<file path="src/rtl/gpio_pkg.sv">
package gpio_pkg;

    localparam int NPINS  = 8;
    localparam int ADDR_W = 3;

    localparam logic [ADDR_W-1:0] OFS_DATA = ADDR_W'(0);
    localparam logic [ADDR_W-1:0] OFS_PULL = ADDR_W'(1);
    localparam logic [ADDR_W-1:0] OFS_SLEW = ADDR_W'(2);
    localparam logic [ADDR_W-1:0] OFS_DIR  = ADDR_W'(3);

    localparam int UART_TX_PIN = 0;
    localparam int UART_RX_PIN = 1;
    localparam int SDA_PIN     = 2;
    localparam int SCL_PIN     = 3;

    typedef struct packed {
        logic [NPINS-1:0] data;
        logic [NPINS-1:0] pull;
        logic [NPINS-1:0] slew;
        logic [NPINS-1:0] dir;
    } port_regs_t;

    typedef struct packed {
        logic val;
        logic oe;
    } drive_t;

    typedef enum logic [1:0] {
        OWN_NONE = 2'd0,
        OWN_UART = 2'd1,
        OWN_TWI  = 2'd2
    } owner_e;

    function automatic logic uart_pin(input int pin);
        return (pin == UART_TX_PIN) || (pin == UART_RX_PIN);
    endfunction

    function automatic logic twi_pin(input int pin);
        return (pin == SDA_PIN) || (pin == SCL_PIN);
    endfunction

    // UART has precedence over the serial bus on any shared pin.
    function automatic owner_e resolve_owner(input int pin, input logic u_en, input logic t_en);
        if (u_en && uart_pin(pin))
            return OWN_UART;
        else if (t_en && twi_pin(pin))
            return OWN_TWI;
        else
            return OWN_NONE;
    endfunction

    // Ordinary register-controlled drive of one pin.
    function automatic drive_t reg_drive(input logic latch_bit, input logic dir_bit);
        drive_t d;
        d.val = latch_bit;
        d.oe  = dir_bit;
        return d;
    endfunction

endpackage

</file>
<file path="src/rtl/gpio_sync.sv">
module gpio_sync #(
    parameter int WIDTH  = 8,
    parameter int STAGES = 2
) (
    input  logic             clk,
    input  logic [WIDTH-1:0] d,
    output logic [WIDTH-1:0] q
);
    logic [WIDTH-1:0] stage [STAGES];

    always_ff @(posedge clk) begin
        stage[0] <= d;
    end

    for (genvar s = 1; s < STAGES; s++) begin : g_stage
        always_ff @(posedge clk) begin
            stage[s] <= stage[s-1];
        end
    end

    assign q = stage[STAGES-1];
endmodule

</file>
<file path="src/rtl/gpio_regfile.sv">
module gpio_regfile
    import gpio_pkg::*;
#(
    parameter int W  = NPINS,
    parameter int AW = ADDR_W
) (
    input  logic          clk,
    input  logic          rst,
    input  logic [AW-1:0] addr,
    input  logic          we,
    input  logic [W-1:0]  wdata,
    input  logic [W-1:0]  pin_sync,
    output port_regs_t    regs,
    output logic [W-1:0]  rdata
);
    always_ff @(posedge clk) begin
        if (rst) begin
            regs <= '0;
        end else if (we) begin
            case (addr)
                OFS_DATA: regs.data <= wdata;
                OFS_PULL: regs.pull <= wdata;
                OFS_SLEW: regs.slew <= wdata;
                OFS_DIR:  regs.dir  <= wdata;
                default: ;
            endcase
        end
    end

    // Output pins report the latch, input pins report the synchronized level.
    logic [W-1:0] data_view;
    assign data_view = (regs.dir & regs.data) | (~regs.dir & pin_sync);

    always_comb begin
        case (addr)
            OFS_DATA: rdata = data_view;
            OFS_PULL: rdata = regs.pull;
            OFS_SLEW: rdata = regs.slew;
            OFS_DIR:  rdata = regs.dir;
            default:  rdata = '0;
        endcase
    end
endmodule

</file>
<file path="src/rtl/gpio_pad_mux.sv">
module gpio_pad_mux
    import gpio_pkg::*;
#(
    parameter int W = NPINS
) (
    input  port_regs_t   regs,
    input  logic         uart_en,
    input  logic         uart_txd,
    input  logic         twi_en,
    input  logic         twi_sda_out,
    input  logic         twi_sda_oe,
    input  logic         twi_scl_out,
    input  logic         twi_scl_oe,
    output logic [W-1:0] pin_out,
    output logic [W-1:0] pin_oe,
    output logic [W-1:0] pin_pu,
    output logic [W-1:0] pin_slew
);
    for (genvar i = 0; i < W; i++) begin : g_pin
        owner_e own;
        drive_t drv;

        assign own = resolve_owner(i, uart_en, twi_en);

        always_comb begin
            drv = reg_drive(regs.data[i], regs.dir[i]);
            case (own)
                OWN_UART: begin
                    if (i == UART_TX_PIN) begin
                        drv.val = uart_txd;
                        drv.oe  = 1'b1;
                    end else begin
                        drv.val = 1'b0;
                        drv.oe  = 1'b0;
                    end
                end
                OWN_TWI: begin
                    if (i == SDA_PIN) begin
                        drv.val = twi_sda_out;
                        drv.oe  = twi_sda_oe;
                    end else begin
                        drv.val = twi_scl_out;
                        drv.oe  = twi_scl_oe;
                    end
                end
                default: ;
            endcase
        end

        assign pin_out[i]  = drv.val;
        assign pin_oe[i]   = drv.oe;
        assign pin_pu[i]   = regs.pull[i] & ~regs.dir[i] & ~drv.oe;
        assign pin_slew[i] = regs.slew[i] & drv.oe;
    end
endmodule

</file>
<file path="src/rtl/gpio_port.sv">
module gpio_port
    import gpio_pkg::*;
(
    input  logic              clk,
    input  logic              rst,
    input  logic [ADDR_W-1:0] bus_addr,
    input  logic              bus_we,
    input  logic [NPINS-1:0]  bus_wdata,
    output logic [NPINS-1:0]  bus_rdata,
    input  logic [NPINS-1:0]  pin_in,
    output logic [NPINS-1:0]  pin_out,
    output logic [NPINS-1:0]  pin_oe,
    output logic [NPINS-1:0]  pin_pu,
    output logic [NPINS-1:0]  pin_slew,
    input  logic              uart_en,
    input  logic              uart_txd,
    output logic              uart_rxd,
    input  logic              twi_en,
    input  logic              twi_sda_out,
    input  logic              twi_sda_oe,
    input  logic              twi_scl_out,
    input  logic              twi_scl_oe,
    output logic              twi_sda_in,
    output logic              twi_scl_in
);
    localparam int SYNC_STAGES = 2;

    logic [NPINS-1:0] pin_sync;
    port_regs_t       regs;

    gpio_sync #(.WIDTH(NPINS), .STAGES(SYNC_STAGES)) u_sync (
        .clk (clk),
        .d   (pin_in),
        .q   (pin_sync)
    );

    gpio_regfile #(.W(NPINS), .AW(ADDR_W)) u_regs (
        .clk      (clk),
        .rst      (rst),
        .addr     (bus_addr),
        .we       (bus_we),
        .wdata    (bus_wdata),
        .pin_sync (pin_sync),
        .regs     (regs),
        .rdata    (bus_rdata)
    );

    gpio_pad_mux #(.W(NPINS)) u_mux (
        .regs        (regs),
        .uart_en     (uart_en),
        .uart_txd    (uart_txd),
        .twi_en      (twi_en),
        .twi_sda_out (twi_sda_out),
        .twi_sda_oe  (twi_sda_oe),
        .twi_scl_out (twi_scl_out),
        .twi_scl_oe  (twi_scl_oe),
        .pin_out     (pin_out),
        .pin_oe      (pin_oe),
        .pin_pu      (pin_pu),
        .pin_slew    (pin_slew)
    );

    assign uart_rxd   = pin_sync[UART_RX_PIN];
    assign twi_sda_in = pin_sync[SDA_PIN];
    assign twi_scl_in = pin_sync[SCL_PIN];
endmodule

</file>
<file path="config.mk">
export PLATFORM = sky130hd
export DESIGN_NAME = gpio_port
export DESIGN_NICKNAME = d
export VERILOG_FILES = /design/src/rtl/gpio_pkg.sv /design/src/rtl/gpio_sync.sv /design/src/rtl/gpio_regfile.sv /design/src/rtl/gpio_pad_mux.sv /design/src/rtl/gpio_port.sv
export SDC_FILE = /design/constraint.sdc
export NUM_CORES = 1
export LEC_CHECK = 0
export BUFFER_PORTS_ARGS = -buffer_cell sky130_fd_sc_hd__buf_4
export CORE_MARGIN = 2
export CORE_UTILIZATION = 44
export CTS_CLUSTER_DIAMETER = 50
export DETAILED_ROUTE_END_ITERATION = 8
export PLACE_DENSITY = 0.74
export SLEW_MARGIN = 20
export SYNTH_ARGS = -nofsm -noshare
export SYNTH_HDL_FRONTEND = slang
export SYNTH_SLANG_ARGS = --single-unit
</file>
<file path="constraint.sdc">
create_clock -name clk -period 1.01 [get_ports clk]
set_input_delay 0.0505 -clock clk [delete_from_list [all_inputs] [get_ports clk]]
set_output_delay 0.0505 -clock clk [all_outputs]
set_load 0.005 [all_outputs]
</file>
; ---- After elaboration in Yosys (flattened, before gate mapping)
; Memories as Yosys holds them, arrays and structs flattened.
; Index checks and enable logic that the tools add are counted.
[word_totals]
latch_bits = 0
n_memories = 1
rom_bits = 0
inputBits = 29
output_inout_bits = 43
reg_bits = 32
mem_bits_rw = 16
[classes]
order_cmp = 0
n_mul = 0
n_addsub = 0
shifts = 0
n_reduce_logical = 5
mux = 7
n_eq_ne = 7
div = 0
bitwise = 40
[mem_list]
columns = name, depth, word_bits, rd, rd_clocked_by_memory_dff, write_ports, line
row1 = u_sync.stage, 2, 8, 2, 0, 2, gpio_sync.sv:9  ; logic [WIDTH-1:0] stage [STAGES];
[op_table]
columns = operator, count
row1 = 8-bit one-hot mux with 4 select lines, 1
row2 = 1-bit AND, 24
row3 = 8-bit AND, 2
row4 = 2-bit one-hot mux with 2 select lines, 4
row5 = 1-bit inverter, 12
row6 = 8-bit inverter, 1
row7 = 8-bit OR, 1
row8 = 2-bit AND reduction, 4
row9 = "3-bit by 2-bit equality test with 1-bit output, second input constant", 2
row10 = "3-bit by 1-bit equality test with 1-bit output, second input constant", 1
row11 = 3-bit zero test, 1
row12 = "1-bit by 2-bit equality test with 1-bit output, second input constant", 1
row13 = "2-bit by 1-bit equality test with 1-bit output, second input constant", 1
row14 = "2-bit equality test, second input constant", 1
row15 = 2-bit two-way mux, 1
row16 = "1-bit equality test, second input constant", 1
row17 = 1-bit two-way mux, 1

; ---- Logic depth before layout (Yosys ltp)
; Gate-level depths: netlist of the first run.
[depth]
ltp_word = 5
ltp_mapped = 5
mapped_depth_nobuf = 3

; ---- Modules after synthesis
; From an unflattened synthesis of the first run, not the netlist that was laid out.
[hier_totals]
hier_cells = 234
area_unflattened_um2 = 2162.1
[modules_own_cells]
columns = mod, seq_area_each_um2, n_inst, area_each_um2, cells_per_inst
row1 = gpio_regfile, 640.6, 1, 1530.2, 173
row2 = gpio_sync, 320.3, 1, 380.4, 24
row3 = gpio_pad_mux, 0.0, 1, 251.5, 37

; ---- Worst setup path after synthesis of the first run
; OpenSTA, ideal clock, no wires.
[synth_path]
path_type = in2reg
from = input bus_addr[1]
to = register, netlist name u_regs.regs[24]
arrival_time_ps = 929
required_time_ps = 878
path_stages = 5
setup_ps = 132
setup_slack_ps = -51
n_path_buf = 2
cell_sequence = buf_6 or4b_1 buf_2 nand2_1 a21oi_1
[synth_via]
elab_chain_cells = 2
[synth_lines]
columns = element, line
row1 = "start, declared", gpio_port.sv:6  ; input logic [ADDR_W-1:0] bus_addr,
row2 = 3-bit zero test, gpio_regfile.sv:20  ; case (addr)
row3 = 2-bit AND reduction (no line), -
; Every way passes these cells.
; A chain may end at the register's enable or synchronous reset.

; ---- Worst setup path in the final report of the first run
[layout_path]
from = register, netlist name u_regs.regs[5]
to = output bus_rdata[5]
[layout_via]
elab_chain_cells = 4
elab_cells_between_ends = 5
classes_between = mux (1) / bitwise (4)
[layout_lines]
columns = element, line
row1 = 8-bit inverter, gpio_regfile.sv:32  ; assign data_view = (regs.dir & regs.data) | (~regs.dir & pin_sync);
row2 = 8-bit AND, gpio_regfile.sv:32
row3 = 8-bit OR, gpio_regfile.sv:32
row4 = 8-bit one-hot mux with 4 select lines (*), gpio_regfile.sv:35  ; case (addr)
row5 = "end, declared", gpio_port.sv:9  ; output logic [NPINS-1:0] bus_rdata,
; Mark *: on every way between the ends. The rest lies on a longest branch, timed or not.

==> flow_summary_export.csv, run 1 <==
group,metric,value,unit
power_and_ir_drop,power_density,1140,nW/µm²
power_and_ir_drop,p_clk_share,31.8,%
sta,rsz0062_at_grt,"yes",
outcome,failed_checks,"negative setup slack",
clocking,clk_latency,0.29,ns
routing,vias_per_cell,5.13,
floorplan,rows,25,
critical_path,end_kind,"primary output",
critical_path,critPathMaxFanout,4,
clocking,cts.sinks,48,
logic_synthesis,netlist_instances,226,
logic_synthesis,synth_warnings,0,
floorplan,start_util,44.8,%
sta,period_needed,1.33,ns
critical_path,path_class,"reg2out",
critical_path,crit_required,0.96,ns
grt,globalRouteOverflowTotal,0,
sta,setup_viol,31,
sta,slew_headroom,67.5,%
placed_design,dpl-instance-area,2780,µm²
clocking,cts_buffers,5,
grt,antenna_found_initial,0,
power_and_ir_drop,power,3.75,mW
grt,grt_max_degree,33,
sta,fmaxAchievable,753,MHz
grt,grt.total_usage,21.4,%
power_and_ir_drop,switching_share,24.5,%
floorplan,die_area,5310,µm²
final_layout,final_nets,353,
power_and_ir_drop,irDropWorstVdd,1140,µV
logic_synthesis,synth_cell_types,28,
placed_design,dp_hpwl,3620,µm
floorplan,die_h,72.9,µm
sta,hold_ws,0.00514,ns
power_and_ir_drop,pwr-share-comb,15.3,%
routing,drt_iter0_drc,60,
routing,routed_wl,5750,µm
logic_synthesis,postSynthAreaPerCell,9.24,µm²
grt,grt_pass1_wl,8690,µm
routing,route.detailed.drc,0,
job,cap_violations,0,
routing,drt-pass1-iter-count,4,
floorplan,num_io_pins,72,
placed_design,place.gp.congestion,0.773,
routing,drt-wirelength-per-cell,15.2,µm
power_and_ir_drop,leakagePower,1.40,nW
sta,slew_viol_final,0,
routing,vias,1946,
logic_synthesis,synth_area,2090,µm²
routing,postRouteAntennaNets,0,
clocking,root_buffer,"clkbuf_8",
critical_path,crit_path_start_kind,"flip-flop",
grt,grt_pass1_vias,1858,
logic_synthesis,syn_nets,255,
clocking,cts_max_path_buffers,2,
worst_hold_path,min_path_type,"in2reg",
clocking,clkTransAtPathRegs,0.09,ns
sta,fin_worst_skew,0.00372,ns
floorplan,die_w,72.9,µm
critical_path,worstPathArrival,1.28,ns
placed_design,buffer_ports.inserted,71,
sta,tightestPinTransition,0.488,ns
logic_synthesis,ys_seq_area_share,46.0,%
final_layout,area_delta_synth_final,58.2,%
final_layout,n_antenna_cell,0,
sta,setup_ws,-0.318,ns
sta,hold_violations,0,
final_layout,drive_above_1_share,49.8,%
clocking,cts_tree,"done",
power_and_ir_drop,internal_power,2.83,mW
outcome,run_status,"finished with violations",
sta,fin_crit_sh,132,%
logic_synthesis,ys_seq_elements,48,
final_layout,stdcell_area,3300,µm²
clocking,cts_htree_levels,2,
power_and_ir_drop,power_frac_seq,52.9,%
floorplan,coreArea,4660,µm²
power_and_ir_drop,p_switching,0.917,mW
==> repair_timing <==
item,in CTS,in global routing
pin swaps,17,5
hold buffers,9,0
buffers inserted,2,5
gates resized for setup,51,40
setup endpoints to repair,31,34
endpoints found under the hold margin,9,0
==> cell usage in the layout, fill, tap and decap left out, types with 9 or more instances in the layout <==
master          n
buf_4          72
nand2_1        34
dfxtp_1        32
buf_6          30
mux2i_1        24
a21oi_1        16
nor2_1         16
nor2b_1        14
dfxtp_2        13
dlygate4sd3_1   9
==> synthesized netlist by cell type, drive strengths merged <==
cell type	instances	area (µm²)
mux2i	24	240
nor2b	20	125
nand2b	1	6.26
or4b	1	10.0
clkbuf	6	22.5
mux2	3	33.8
or2	2	12.5
dfxtp	48	961
and4bb	1	12.5
and3	2	12.5
a21oi	16	80.1
buf	15	109
inv	3	11.3
nor2	17	63.8
a211oi	8	60.1
and2	10	62.6
o22ai	1	6.26
nor4b	1	23.8
nand4b	1	8.76
and4b	1	10.0
o21ai	2	10.0
nor4bb	1	10.0
o32ai	7	61.3
a21o	1	7.51
nand2	34	128
==> flip-flops by register name (all words and copies together) (netlist names) <==
name          cells
u_sync.stage     16
u_regs.regs      32
==> routing by layer <==
metal | vias up | wire length [µm] | global-route usage, % | part of all wire, %
met1 | 909 | 2420 | 27.6 | 42
met3 | 13 | 289 | 4.14 | 5.0
li1 | 955 | - | - | -
met4 | 0 | 126 | 6.79 | 2.2
met2 | 69 | 2910 | 35.9 | 51
met5 | - | 0 | 0 | 0
==> worst paths after layout <==
check / from / to / slack, ns / depth (start not counted)
worst max-delay path: u_regs.regs[5] / bus_rdata[5] / -0.32 / 4
worst min register to register: u_sync.stage[0][3] / u_sync.stage[0][11] / 0.33 / 0
worst min-delay path: bus_wdata[6] / u_regs.regs[6] / 0.005 / 3
worst max register to register: u_regs.regs[6] / u_regs.regs[6] / 0.17 / 4
==> final cells by class <==
cell class | instances | area, µm²
Fill cell | 379 | 1360
Multi-Input combinational cell | 154 | 1150
Sequential cell | 48 | 988
Timing Repair Buffer | 112 | 988
Clock buffer | 6 | 82.6
Tap cell | 54 | 67.6
Clock inverter | 2 | 15.0
Inverter | 3 | 13.8
==> through the flow <==
step	utilization, %	setup TNS, ns	setup slack [ns]	instances
2_1_floorplan	-	-0.0415	-0.00595	226
6_report	70.9	-4.30	-0.318	379
4_1_cts	67.2	-4.11	-0.302	375
3_3_place_gp	59.7	-3.68	-0.198	356
3_5_place_dp	59.7	-4.08	-0.241	356
5_1_grt	70.9	-5.83	-0.367	379
==> logic make-up (layout without fill, tap and decap cells) <==
| group | after synthesis | in the layout | share of synthesized area (%) |
|---|---|---|---|
| AND/OR/NAND/NOR | 92 | 92 | 23.2 |
| buffers and inverters | 24 | 123 | 6.83 |
| multiplexers | 27 | 27 | 13.1 |
| AO/OA/AOI/OAI | 35 | 35 | 10.8 |
| flip-flops | 48 | 48 | 46.0 |
==> critical path, stage by stage, from the launching register on <==
cell and delay, ns:
dfxtp_2 0.35, nor2b_1 0.14, a211oi_1 0.07, o32ai_2 0.26, buf_4 0.17
==> power by group through the flow <==
stage                     sequential, mW  combinational [mW]  clock (mW)
final                               1.98               0.573        1.19
after global routing                1.99               0.613        1.31
after CTS                           1.98               0.532        1.23
after detailed placement            2.02               0.466           0
after global placement              2.02               0.458           0
after floorplan                     2.02               0.211           0
(Power assumes the default switching activity.)
==> inputs of run 2 (changes only) <==
- CORE_ASPECT_RATIO: default -> 1.5
- CORE_UTILIZATION: 44 -> 45
- CTS_BUF_LIST: default -> sky130_fd_sc_hd__clkbuf_4 sky130_fd_sc_hd__clkbuf_8 sky130_fd_sc_hd__clkbuf_16
- PLACE_DENSITY: 0.74 -> 0.75
- SYNTH_HIERARCHICAL: default -> 1
==> flow_summary_export.csv, run 2 <==
group,metric,value,unit
sta,setup_viol,34,
clocking,root_buffer,"clkbuf_8",
critical_path,crit_path_end,"bus_rdata[1]",
logic_synthesis,synth_warnings,6,
job,cap_violations,0,
critical_path,r2r_end,"u_regs/regs[26]",
final_layout,final_cell_mix,"86 x buf_4, 37 x buf_6, 34 x nand2_1",
floorplan,die_w,60.6,µm
routing,drt_iter0_drc,58,
critical_path,crit_cells,4,
final_layout,n_antenna_cell,0,
critical_path,critPathSlowestCell,"dfxtp_2",
logic_synthesis,ys_seq_elements,48,
final_layout,area_delta_synth_final,63.1,%
logic_synthesis,post-synth-top-area-cell,"dfxtp_1",
critical_path,critical_path.startpoint,"u_sync/stage[0][9]",
sta,hold_violations,0,
logic_synthesis,netlist_instances,234,
placed_design,place.gp.congestion,0.819,
floorplan,die_h,88.9,µm
grt,grt_pass1_vias,2039,
clocking,cts.sinks,48,
logic_synthesis,synth_cell_types,26,
logic_synthesis,synthMostInstantiatedCell,"dfxtp_1",
logic_synthesis,ys_seq_area_share,44.4,%
outcome,failed_checks,"negative setup slack",
routing,vias,2117,
sta,tightestPinTransition,0.552,ns
final_layout,fin_util,77.0,%
final_layout,fillers,305,
logic_synthesis,ys.flop_type,"dfxtp_1",
clocking,cts_tree,"done",
clocking,cts_max_path_buffers,2,
placed_design,dp_hpwl,3980,µm
placed_design,buffer_ports.inserted,71,
final_layout,final_common_cell,"buf_4",
sta,fin_crit_sh,137,%
sta,setup_ws,-0.376,ns
routing,postRouteAntennaNets,0,
grt,grt.total_usage,23.1,%
critical_path,regToRegSetupSlack,0.03,ns
floorplan,coreArea,4580,µm²
grt,globalRouteOverflowTotal,0,
critical_path,crit_required,0.96,ns
logic_synthesis,yosysTopAreaCellShare,44.4,%
critical_path,critPathTopFamily,"flip-flops",
logic_synthesis,async_reset_ff_share,0,%
critical_path,r2r-start,"u_regs/regs[26]",
final_layout,largest_reg_flops,32,
worst_hold_path,hold-path-cell-count,3,
routing,route.detailed.drc,0,
clocking,clkTransAtPathRegs,0.08,ns
sta,fin_worst_skew,0.00337,ns
outcome,run_status,"finished with violations",
clocking,clk_latency,0.31,ns
critical_path,reg2regPathDepth,5,
floorplan,start_util,47.2,%
routing,drt-wirelength-per-cell,16.6,µm
power_and_ir_drop,power_density,1060,nW/µm²
sta,period_needed,1.39,ns
routing,vias_per_cell,5.20,
floorplan,rows,30,
critical_path,crit_path_start_kind,"flip-flop",
final_layout,reg_top3,"u_regs/regs: 32 flops, u_sync/stage: 16 flops",
logic_synthesis,syn_nets,263,
logic_synthesis,postSynthAreaPerCell,9.24,µm²
critical_path,path_buf_inv,1,
grt,antenna_found_initial,0,
power_and_ir_drop,irDropWorstVdd,886,µV
critical_path,path_class,"reg2out",
logic_synthesis,synth_edf_count,0,
worst_hold_path,min_path_type,"in2reg",
floorplan,die_area,5390,µm²
logic_synthesis,synth_area,2160,µm²
power_and_ir_drop,leakagePower,1.53,nW
critical_path,end_kind,"primary output",
sta,slew_headroom,63.2,%
placed_design,place_ws,-0.216,ns
final_layout,final_nets,372,
sta,slew_viol_final,0,
routing,drt-pass1-iter-count,6,
routing,routed_wl,6770,µm
critical_path,worstPathArrival,1.34,ns
final_layout,drive_above_1_share,56.3,%
sta,fmaxAchievable,722,MHz
final_layout,top_register,"u_regs/regs",
sta,rsz0062_at_grt,"yes",
critical_path,critPathMaxFanout,2,
clocking,cts_htree_levels,2,
clocking,cts_buffers,5,
critical_path,slowest_delay,0.35,ns
sta,fin_tns_setup,-5.77,ns
floorplan,num_io_pins,72,
grt,grt_max_degree,33,
logic_synthesis,synth_area_leaders,"dfxtp_1 44%, mux2i_1 11%, nor2b_1 6.7%, buf_4 6.3%, nand2_1 6.3%",
logic_synthesis,synth_top_cells_by_count,"48 x dfxtp_1, 36 x nand2_1, 24 x mux2i_1, 23 x nor2b_1, 18 x buf_4",
critical_path,path_cells,"nor2b_4 > a211oi_2 > o32ai_2 > buf_4",
grt,grt_pass1_wl,9220,µm
[run 2: changes by cell type in the layout (fill, tap and decap cells not counted), moves of 4 or more]
cell / change
buf_4: +14
a211oi_1: -4
buf_6: +7
a211oi_2: +5
[run 2: timing repair]
action	4_1_cts	5_1_grt
hold endpoints to repair	8	0
pin swaps	14	6
setup endpoints to repair	31	34
resized for setup	65	47
hold buffers	8	0
setup buffers	10	7
[run 2: kinds of logic after synthesis]
group	share of synthesized area [%]
simple gates	23.6
compound gates	10.4
mux	12.7
flops	44.4
buf+inv	8.91
[run 2: stage by stage]
step	cell area [µm²]	power (mW)	hold WS, ns	cells
after floorplan	2170	2.26	0.0782	234
after global placement	2870	2.50	0.155	378
after detailed placement	2870	2.51	0.156	378
after CTS	3320	3.68	0.00236	403
after global routing	3530	3.88	0.00703	407
final	3530	3.73	0.00356	407
[run 2: routing by layer]
layer	vias to the layer above	share of wire [%]	track usage [%]
li1	992	-	-
met1	1015	36	24.9
met2	77	55	40.9
met3	33	4.0	4.78
met4	0	5.0	12.6
met5	-	0	0
[run 2: how the worst min path moves through the flow]
stage                             from                  to  slack, ns
after floorplan              pin_in[0]  u_sync/stage[0][0]       0.08
after global placement       pin_in[7]  u_sync/stage[0][7]       0.15
after detailed placement     pin_in[7]  u_sync/stage[0][7]       0.16
after CTS                 bus_wdata[6]      u_regs/regs[6]      0.002
after global routing      bus_wdata[3]      u_regs/regs[3]      0.007
final                     bus_wdata[2]      u_regs/regs[2]      0.004
[run 2: power by group]
part / leakage, nW / internal, mW / switching [mW] / total, mW
combinational: 1.08 / 0.370 / 0.269 / 0.639
clock: 0.0445 / 0.498 / 0.616 / 1.11
sequential: 0.402 / 1.94 / 0.0395 / 1.98
[run 2: area by class of cell]
class | count | area (µm²) | share of cell area (%)
Clock buffer | 6 | 76.3 | 2.16
Clock inverter | 1 | 5.00 | 0.142
Inverter | 1 | 3.75 | 0.106
Multi-Input combinational cell | 156 | 1220 | 34.7
Sequential cell | 48 | 996 | 28.2
Tap cell | 64 | 80.1 | 2.27
Timing Repair Buffer | 131 | 1140 | 32.4
[run 2: worst reg2reg max path, delay by kind of cell, from the launching register on]
family	cells	cell delay, ns
buf+inv	3	0.35
flops	1	0.34
simple gates	1	0.08
compound gates	1	0.08
